File: src/rtl/kbd_pkg.sv
package kbd_pkg;

    localparam int KB_DATA_W = 32;
    localparam int KB_CHAR_W = 8;

    // Register window byte offsets (word aligned)
    localparam logic [7:0] OFS_HEAD  = 8'h00;
    localparam logic [7:0] OFS_READY = 8'h04;
    localparam logic [7:0] OFS_LAST  = 8'h08;
    localparam logic [7:0] OFS_CMD   = 8'h0C;

    typedef enum logic [1:0] {
        CMD_NONE  = 2'd0,
        CMD_POP   = 2'd1,
        CMD_FLUSH = 2'd2,
        CMD_RESET = 2'd3
    } kb_cmd_e;

    typedef struct packed {
        logic pop;
        logic flush;
        logic wipe_last;
    } kb_ctl_t;

    function automatic kb_cmd_e decode_cmd(input logic [KB_DATA_W-1:0] v);
        kb_cmd_e c;
        case (v)
            32'd1:   c = CMD_POP;
            32'd2:   c = CMD_FLUSH;
            32'd3:   c = CMD_RESET;
            default: c = CMD_NONE;
        endcase
        return c;
    endfunction

    function automatic kb_ctl_t cmd_to_ctl(input kb_cmd_e c);
        kb_ctl_t t;
        t.pop       = (c == CMD_POP);
        t.flush     = (c == CMD_FLUSH) || (c == CMD_RESET);
        t.wipe_last = (c == CMD_RESET);
        return t;
    endfunction

endpackage

File: src/rtl/kbd_fifo.sv
module kbd_fifo
    import kbd_pkg::*;
#(
    parameter int DEPTH  = 16,
    parameter int WIDTH  = 8,
    localparam int PTR_W = (DEPTH > 1) ? $clog2(DEPTH) : 1,
    localparam int CNT_W = $clog2(DEPTH + 1)
) (
    input  logic             clk,
    input  logic             rst,
    input  logic             push_req,
    input  logic [WIDTH-1:0] push_data,
    input  logic             pop_req,
    input  logic             flush,
    output logic [WIDTH-1:0] head,
    output logic [CNT_W-1:0] count
);

    logic [WIDTH-1:0] mem [DEPTH];
    logic [PTR_W-1:0] rd_ptr, wr_ptr;
    logic             pop_ok, push_ok, is_full, is_empty;

    assign is_empty = (count == '0);
    assign is_full  = (count == CNT_W'(DEPTH));
    assign pop_ok   = pop_req && !is_empty && !flush;
    assign push_ok  = push_req && !flush && (!is_full || pop_ok);

    function automatic logic [PTR_W-1:0] bump(input logic [PTR_W-1:0] p);
        return (p == PTR_W'(DEPTH - 1)) ? '0 : p + PTR_W'(1);
    endfunction

    always_ff @(posedge clk) begin
        if (rst || flush) begin
            rd_ptr <= '0;
            wr_ptr <= '0;
            count  <= '0;
        end else begin
            if (pop_ok)  rd_ptr <= bump(rd_ptr);
            if (push_ok) wr_ptr <= bump(wr_ptr);
            case ({push_ok, pop_ok})
                2'b10:   count <= count + CNT_W'(1);
                2'b01:   count <= count - CNT_W'(1);
                default: count <= count;
            endcase
        end
    end

    always_ff @(posedge clk) begin
        if (push_ok) mem[wr_ptr] <= push_data;
    end

    assign head = is_empty ? '0 : mem[rd_ptr];

    assert_count_bound_R8: assert property (@(posedge clk) disable iff (rst)
        count <= CNT_W'(DEPTH));

    assert_full_drop_R8: assert property (@(posedge clk) disable iff (rst)
        (is_full && push_req && !pop_req && !flush) |=> (count == CNT_W'(DEPTH)));

    assert_flush_empties_R6: assert property (@(posedge clk) disable iff (rst)
        flush |=> (count == '0));

    assert_pop_empty_noop_R5: assert property (@(posedge clk) disable iff (rst)
        (is_empty && pop_req && !push_req && !flush) |=> (count == '0));

    assert_push_pop_level_R9: assert property (@(posedge clk) disable iff (rst)
        (push_req && pop_req && !is_empty && !flush) |=> $stable(count));

endmodule

File: src/rtl/kbd_bus_decode.sv
module kbd_bus_decode
    import kbd_pkg::*;
#(
    parameter int ADDR_W = 12
) (
    input  logic [ADDR_W-1:0]    bus_addr,
    input  logic                 bus_rd,
    input  logic                 bus_wr,
    input  logic [KB_DATA_W-1:0] bus_wdata,
    input  logic [KB_CHAR_W-1:0] head_char,
    input  logic                 ready_bit,
    input  logic [KB_CHAR_W-1:0] last_char,
    output kb_ctl_t              ctl,
    output logic [KB_DATA_W-1:0] bus_rdata
);

    logic hit_head, hit_ready, hit_last, hit_cmd;

    assign hit_head  = (bus_addr == ADDR_W'(OFS_HEAD));
    assign hit_ready = (bus_addr == ADDR_W'(OFS_READY));
    assign hit_last  = (bus_addr == ADDR_W'(OFS_LAST));
    assign hit_cmd   = (bus_addr == ADDR_W'(OFS_CMD));

    always_comb begin
        ctl = cmd_to_ctl(CMD_NONE);
        if (bus_wr && hit_cmd) ctl = cmd_to_ctl(decode_cmd(bus_wdata));
    end

    always_comb begin
        bus_rdata = '0;
        if (bus_rd) begin
            if (hit_head)       bus_rdata = {{(KB_DATA_W-KB_CHAR_W){1'b0}}, head_char};
            else if (hit_ready) bus_rdata = {{(KB_DATA_W-1){1'b0}}, ready_bit};
            else if (hit_last)  bus_rdata = {{(KB_DATA_W-KB_CHAR_W){1'b0}}, last_char};
        end
    end

    always_comb begin
        assert_rdata_quiet_R10: assert (bus_rd || bus_rdata == '0);
        assert_ctl_exclusive_R11: assert (!(ctl.pop && ctl.flush));
    end

endmodule

File: src/rtl/kbd_char_buffer.sv
module kbd_char_buffer
    import kbd_pkg::*;
#(
    parameter int DEPTH  = 16,
    parameter int ADDR_W = 12,
    localparam int CNT_W = $clog2(DEPTH + 1)
) (
    input  logic                 clk,
    input  logic                 rst,
    input  logic [7:0]           key_code,
    input  logic                 key_valid,
    input  logic [ADDR_W-1:0]    bus_addr,
    input  logic                 bus_rd,
    input  logic                 bus_wr,
    input  logic [31:0]          bus_wdata,
    output logic [31:0]          bus_rdata
);

    kb_ctl_t              ctl;
    logic [KB_CHAR_W-1:0] head_char;
    logic [KB_CHAR_W-1:0] last_char;
    logic [CNT_W-1:0]     fill;
    logic                 ready_bit;

    assign ready_bit = (fill >= CNT_W'(2));

    kbd_fifo #(.DEPTH(DEPTH), .WIDTH(KB_CHAR_W)) u_fifo (
        .clk      (clk),
        .rst      (rst),
        .push_req (key_valid),
        .push_data(key_code),
        .pop_req  (ctl.pop),
        .flush    (ctl.flush),
        .head     (head_char),
        .count    (fill)
    );

    kbd_bus_decode #(.ADDR_W(ADDR_W)) u_dec (
        .bus_addr (bus_addr),
        .bus_rd   (bus_rd),
        .bus_wr   (bus_wr),
        .bus_wdata(bus_wdata),
        .head_char(head_char),
        .ready_bit(ready_bit),
        .last_char(last_char),
        .ctl      (ctl),
        .bus_rdata(bus_rdata)
    );

    always_ff @(posedge clk) begin
        if (rst || ctl.wipe_last) last_char <= '0;
        else if (key_valid)       last_char <= key_code;
    end

    assert_wipe_last_R7: assert property (@(posedge clk) disable iff (rst)
        ctl.wipe_last |=> (last_char == '0));

    assert_last_follows_key_R4: assert property (@(posedge clk) disable iff (rst)
        (key_valid && !ctl.wipe_last) |=> (last_char == $past(key_code)));

endmodule

File: config.mk
export PLATFORM = sky130hd
export DESIGN_NAME = kbd_char_buffer
export DESIGN_NICKNAME = d
export VERILOG_FILES = /design/src/rtl/kbd_pkg.sv /design/src/rtl/kbd_fifo.sv /design/src/rtl/kbd_bus_decode.sv /design/src/rtl/kbd_char_buffer.sv
export SDC_FILE = /design/constraint.sdc
export NUM_CORES = 1
export LEC_CHECK = 0
export BUFFER_PORTS_ARGS = -buffer_cell sky130_fd_sc_hd__clkbuf_2
export CAP_MARGIN = 15
export CORE_MARGIN = 2
export CORE_UTILIZATION = 64
export CTS_BUF_LIST = sky130_fd_sc_hd__clkbuf_8
export DETAILED_ROUTE_END_ITERATION = 10
export PLACE_DENSITY = 0.87
export SETUP_SLACK_MARGIN = 0.2
export SLEW_MARGIN = 20
export SYNTH_ARGS = -nofsm -noshare
export SYNTH_HDL_FRONTEND = slang
export SYNTH_HIERARCHICAL = 1
export SYNTH_SLANG_ARGS = --single-unit
File: constraint.sdc
create_clock -name clk -period 7.5 [get_ports clk]
set_input_delay 0 -clock clk [delete_from_list [all_inputs] [get_ports clk]]
set_output_delay 0 -clock clk [all_outputs]
set_load 0.1 [all_outputs]
Word-level counts from Yosys, hierarchy flattened --
Memory sizes are Yosys's and may differ from the RTL's. A register that Yosys moved wholly into a read port is not among the register bits. Cells that the tools add are included. W data, S select, Z words.
Storage, ports and cells: flip-flop bits (word level) 21, memory bits (writable) 128, input bits 57, memories kept 1
Cells by class: muxes and demuxes 15, add/sub/neg operators 4, reduce and logical (&&, ||, !) cells 15, eq/ne operators 14, $lt $le $gt $ge 1
Memories:
- u_fifo.mem | words 16, width 8, read ports 1, clocked after memory_dff 1, write ports 1, RTL line kbd_fifo.sv:19 | logic [WIDTH-1:0] mem [DEPTH];
Operators by type and width (number):
- $mux W32 | 3
- $eq A32 B2 Y1 const B | 2
- $eq A32 B1 Y1 const B | 1
- $eq A12 B4 Y1 const B | 2
- $mux W4 | 4
- $mux W8 | 2
- $eq A12 B3 Y1 const B | 1
- $logic_not A12 Y1 | 1
- $pmux W5 S2 | 1
- $add A4 B1 Y4 const B | 2
- $eq A4 B4 Y1 const B | 2
- $eq A2 B2 Y1 const B | 3
- $pmux W2 S3 | 1
- $add A5 B1 Y5 const B | 1
- $eq A5 B5 Y1 const B | 1
- $ge A5 B2 Y1 const B | 1
- $logic_and A1 B1 Y1 | 5
- $logic_not A5 Y1 | 1
- $sub A5 B1 Y5 const B | 1
- $eq A2 B1 Y1 const B | 2
- $logic_or A1 B1 Y1 | 4
- $logic_not A1 Y1 | 3
- $mux W3 | 1
- $mux W1 | 2
- 2 further kinds | 2

Depth between registers and ports, before layout --
depth after elaboration 12, mapped depth 11

Cells and area by module --
The synthesis kept the hierarchy.
By module, submodules not included:
- kbd_fifo | seq. area each 4184.0 sq um, instances 1, cells an instance 321, area an instance 5908.2 sq um
- kbd_bus_decode | seq. area each 0.0 sq um, instances 1, cells an instance 67, area an instance 466.7 sq um
- kbd_char_buffer | seq. area each 160.2 sq um, instances 1, cells an instance 28, area an instance 294.0 sq um

Worst setup path before layout --
Ideal clock, no wire load.
path kind register to output, start point register with a tool-made name, end point output bus_rdata[0], data required time 7.500 ns, arrival time 3.797 ns, stages on the path, launching flop included 8, slack 3.703 ns, cell sequence dfxtp_1 -> clkbuf_1 -> clkbuf_1 -> mux2i_1 -> o22ai_1 -> mux2i_1 -> o21a_1 -> nor3b_1
RTL lines:
- to (decl) | RTL line kbd_char_buffer.sv:16 | output logic [31:0] bus_rdata

==> flow_metrics.py <==
metrics = {
    "power_and_ir_drop": {
        "clockPowerShare_pct": 34.0,
        "cell_internal_pwr_mw": 1.20,
        "power_frac_seq_pct": 57.5,
        "irDropWorstVdd_mv": 0.114,
        "power.switching_mw": 0.434,
        "leakagePower_nw": 2.54,
        "pwr_density_cell_nw_per_um2": 222,
        "combPwrFrac_pct": 8.5,
        "power.total_mw": 1.63,
        "sw_frac_of_total_pct": 26.5,
    },
    "route": {
        "drt_iter0_drc": 419,
        "drtAntennaViolNets": 0,
        "drt-total-wl_mm": 14.0,
        "routed_via_density": 6.29,
        "wl_per_cell_um": 22.2,
        "vias": 3964,
        "post-route-drc-count": 0,
        "drt_first_pass_iters": 5,
    },
    "setup_path": {
        "r2r_cells": 7,
        "critPathArrivalTime_ns": 3.16,
        "slowest_delay_ns": 0.81,
        "path_depth": 8,
        "r2r-end": "u_fifo/count[4]",
        "critical-path-slowest-cell": "nor4_1",
        "worstPathCellList": "clkbuf_2 -> and4bb_2 -> nand4_1 -> nor4_1 -> nand2b_1 -> o211a_1 -> nand2_1 -> nor2_1",
        "critical_path.max_fanout": 11,
        "crit_path_start_kind": "primary input",
        "crit_start": "bus_addr[3]",
        "rr_startpoint": "u_fifo/count[3]",
        "crit_end": "u_fifo/mem[9][6]",
        "path_buf_inv": 1,
        "crit_family": "simple AND/OR/NAND/NOR gates",
        "cp-end-kind": "register",
        "required_ns": 7.57,
        "rrSetupSlack_ns": 4.93,
        "critPathKind": "in2reg",
    },
    "timing": {
        "skew_ns": 0.0147,
        "min_period_ns": 3.09,
        "tightest_slew_ns": 1.07,
        "final-setup-viol-count": 0,
        "fin_crit_sh_pct": 41.2,
        "finalHoldViolCount": 0,
        "tns_ns": 0,
        "relSlewSlack_pct": 28.6,
        "rsz0062_at_grt": "no",
        "drv_slew": 0,
        "fmax_ghz": 0.324,
    },
    "logic_synthesis": {
        "yosys_warnings": 6,
        "ys_seq_elements": 153,
        "seq_area_frac_synth_pct": 65.1,
        "ys_async_sr_fraction_pct": 0,
        "synth.avg_cell_area_sq_um": 16.0,
        "synth_area_sq_um": 6670,
        "synth_ff_type": "edfxtp_1",
        "syn_inst": 416,
        "synth-edff-count": 128,
        "ys_types": 56,
    },
    "clocking": {
        "cts.path.max_buffers": 2,
        "cts_setup_buffers": 0,
        "cts.root.buffer_cell": "clkbuf_8",
        "clkSinkCount": 153,
        "cts_resized": 0,
        "clk_pin_slew_ns": 0.09,
        "clk_latency_ns": 0.45,
        "htree_levels": 4,
        "cts_tree": "built",
        "cts_inserted_buffers": 17,
    },
    "placement": {
        "portBuffers": 64,
        "place_congestion": 0.867,
        "hpwl_mm": 8.74,
        "place_area_sq_um": 6970,
        "dp_cells": 597,
    },
    "global_route": {
        "antenna_found_initial": 0,
        "grt_max_degree": 33,
        "grt_first_pass_wirelength_mm": 21.0,
        "grt_overflow": 0,
        "grt_pass1_vias": 3839,
        "track_usage_pct": 26.1,
    },
    "floorplan": {
        "initial_core_util_pct": 65.2,
        "core.rowCount": 37,
        "die_y_um": 106,
        "ioPinCount": 89,
        "dieArea_sq_um": 11300,
        "fp.dieW_um": 106,
        "coreArea_sq_um": 10200,
    },
    "run_status": {
        "outcome": "finished clean",
    },
    "final_layout": {
        "area_growth_pct": 10.5,
        "diodes": 0,
        "fin_cells": 630,
        "post-route-util_pct": 72.0,
        "drive_gt1_share_pct": 29.8,
        "finish.instance_area_sq_um": 7370,
        "fillers": 631,
        "fin_nets": 547,
    },
    "hold_path": {
        "hold_depth": 1,
        "hp-class": "in2reg",
    },
    "job": {
        "maxCapViolations": 0,
    },
}
layout make-up:
| class | count | area (sq um) | share of cell area [%] |
|---|---|---|---|
| sequential | 153 | 4350 | 59.0 |
| multi-input combinational | 239 | 2140 | 29.1 |
| timing repair buffer | 66 | 338 | 4.59 |
| clock buffer | 17 | 234 | 3.18 |
| tap | 136 | 170 | 2.31 |
| clock inverter | 15 | 119 | 1.61 |
| inverter | 4 | 15.0 | 0.204 |
cell usage after synthesis, drive strengths merged, types with 6 or more instances:
cell | number | share of area (%)
clkbuf | 8 | 0.45
nor2 | 37 | 2.1
a21oi | 8 | 0.60
o21ai | 6 | 0.51
mux2i | 37 | 5.6
nor4 | 11 | 1.0
mux4 | 32 | 11
nand2 | 11 | 0.62
o22ai | 8 | 0.75
dfxtp | 25 | 7.5
ha | 8 | 1.5
edfxtp | 128 | 58
buf | 35 | 3.8
flip-flops by register name, indices dropped and copies added (netlist names), named ones only:
name	count
u_fifo/rd_ptr	4
last_char	8
u_fifo/count	5
u_fifo/mem	128
u_fifo/wr_ptr	4
cell families (layout without fill, tap and decap cells):
| kind of cell | after synthesis | after routing | share of synthesized area [%] |
|---|---|---|---|
| buf+inv | 47 | 102 | 4.47 |
| fa+ha+maj | 9 | 9 | 1.80 |
| mux | 70 | 70 | 16.5 |
| xor+xnor | 5 | 5 | 0.657 |
| other cells | 1 | 24 | 0.0562 |
| simple gates | 89 | 89 | 6.74 |
| flops | 153 | 153 | 65.1 |
| compound gates | 42 | 42 | 4.62 |
layer usage:
metal	up-vias	track usage [%]	wire length [um]	share of wire, %
met1	1965	32.9	5130	37
met3	37	8.28	1420	10
met4	0	9.68	262	1.9
li1	1722	-	-	-
met2	240	42.9	7160	51
met5	-	0	0	0
worst min-delay path by stage:
stage	startpoint	end	slack (ns)
3_5_place_dp	rst	u_fifo/count[3]	0.38
4_1_cts	key_code[1]	u_fifo/mem[5][1]	0.0009
2_1_floorplan	key_code[0]	u_fifo/mem[0][0]	0.1
5_1_grt	key_code[1]	u_fifo/mem[5][1]	0.02
6_report	key_code[1]	u_fifo/mem[7][1]	0.02
3_3_place_gp	rst	u_fifo/count[3]	0.37
power by group through the flow:
stage / clock network (mW) / logic [mW] / registers (mW)
6_report: 0.556 / 0.139 / 0.940
2_1_floorplan: 0 / 0.111 / 0.956
3_3_place_gp: 0 / 0.130 / 0.957
3_5_place_dp: 0 / 0.136 / 0.959
5_1_grt: 0.594 / 0.147 / 0.941
4_1_cts: 0.561 / 0.137 / 0.939
per-stage QoR:
stage                     hold WS (ns)  setup slack [ns]
after global placement           0.375              4.22
final                           0.0160              4.41
after detailed placement         0.384              4.06
after floorplan                 0.0989              3.70
after CTS                     0.000867              4.40
after global routing            0.0160              4.17
layout by cell type (no fill, tap or decap), types with 2 or more instances in the layout:
master / n
nand3_1: 4
dfxtp_2: 2
nor2b_1: 2
nor3_2: 4
nand2_1: 11
conb_1: 24
inv_1: 4
a21oi_1: 8
clkinv_2: 2
clkbuf_8: 17
clkinv_4: 6
a211oi_1: 2
o211a_1: 2
dfxtp_1: 23
or3_1: 2
nand4_1: 4
inv_6: 3
o22ai_1: 8
nor4_1: 10
o21ai_0: 4
nor2_1: 37
mux4_2: 32
mux2i_1: 37
nand2b_1: 3
clkinvlp_4: 2
xor2_1: 4
ha_1: 8
clkbuf_2: 64
edfxtp_1: 128
o211ai_1: 3
timing repair:
action | in CTS | in global routing
setup endpoints to repair | 0 | 0
hold buffers | 1 | 0
hold endpoints to repair | 2 | 0
No activity file was read; power rests on OpenSTA's default activity.
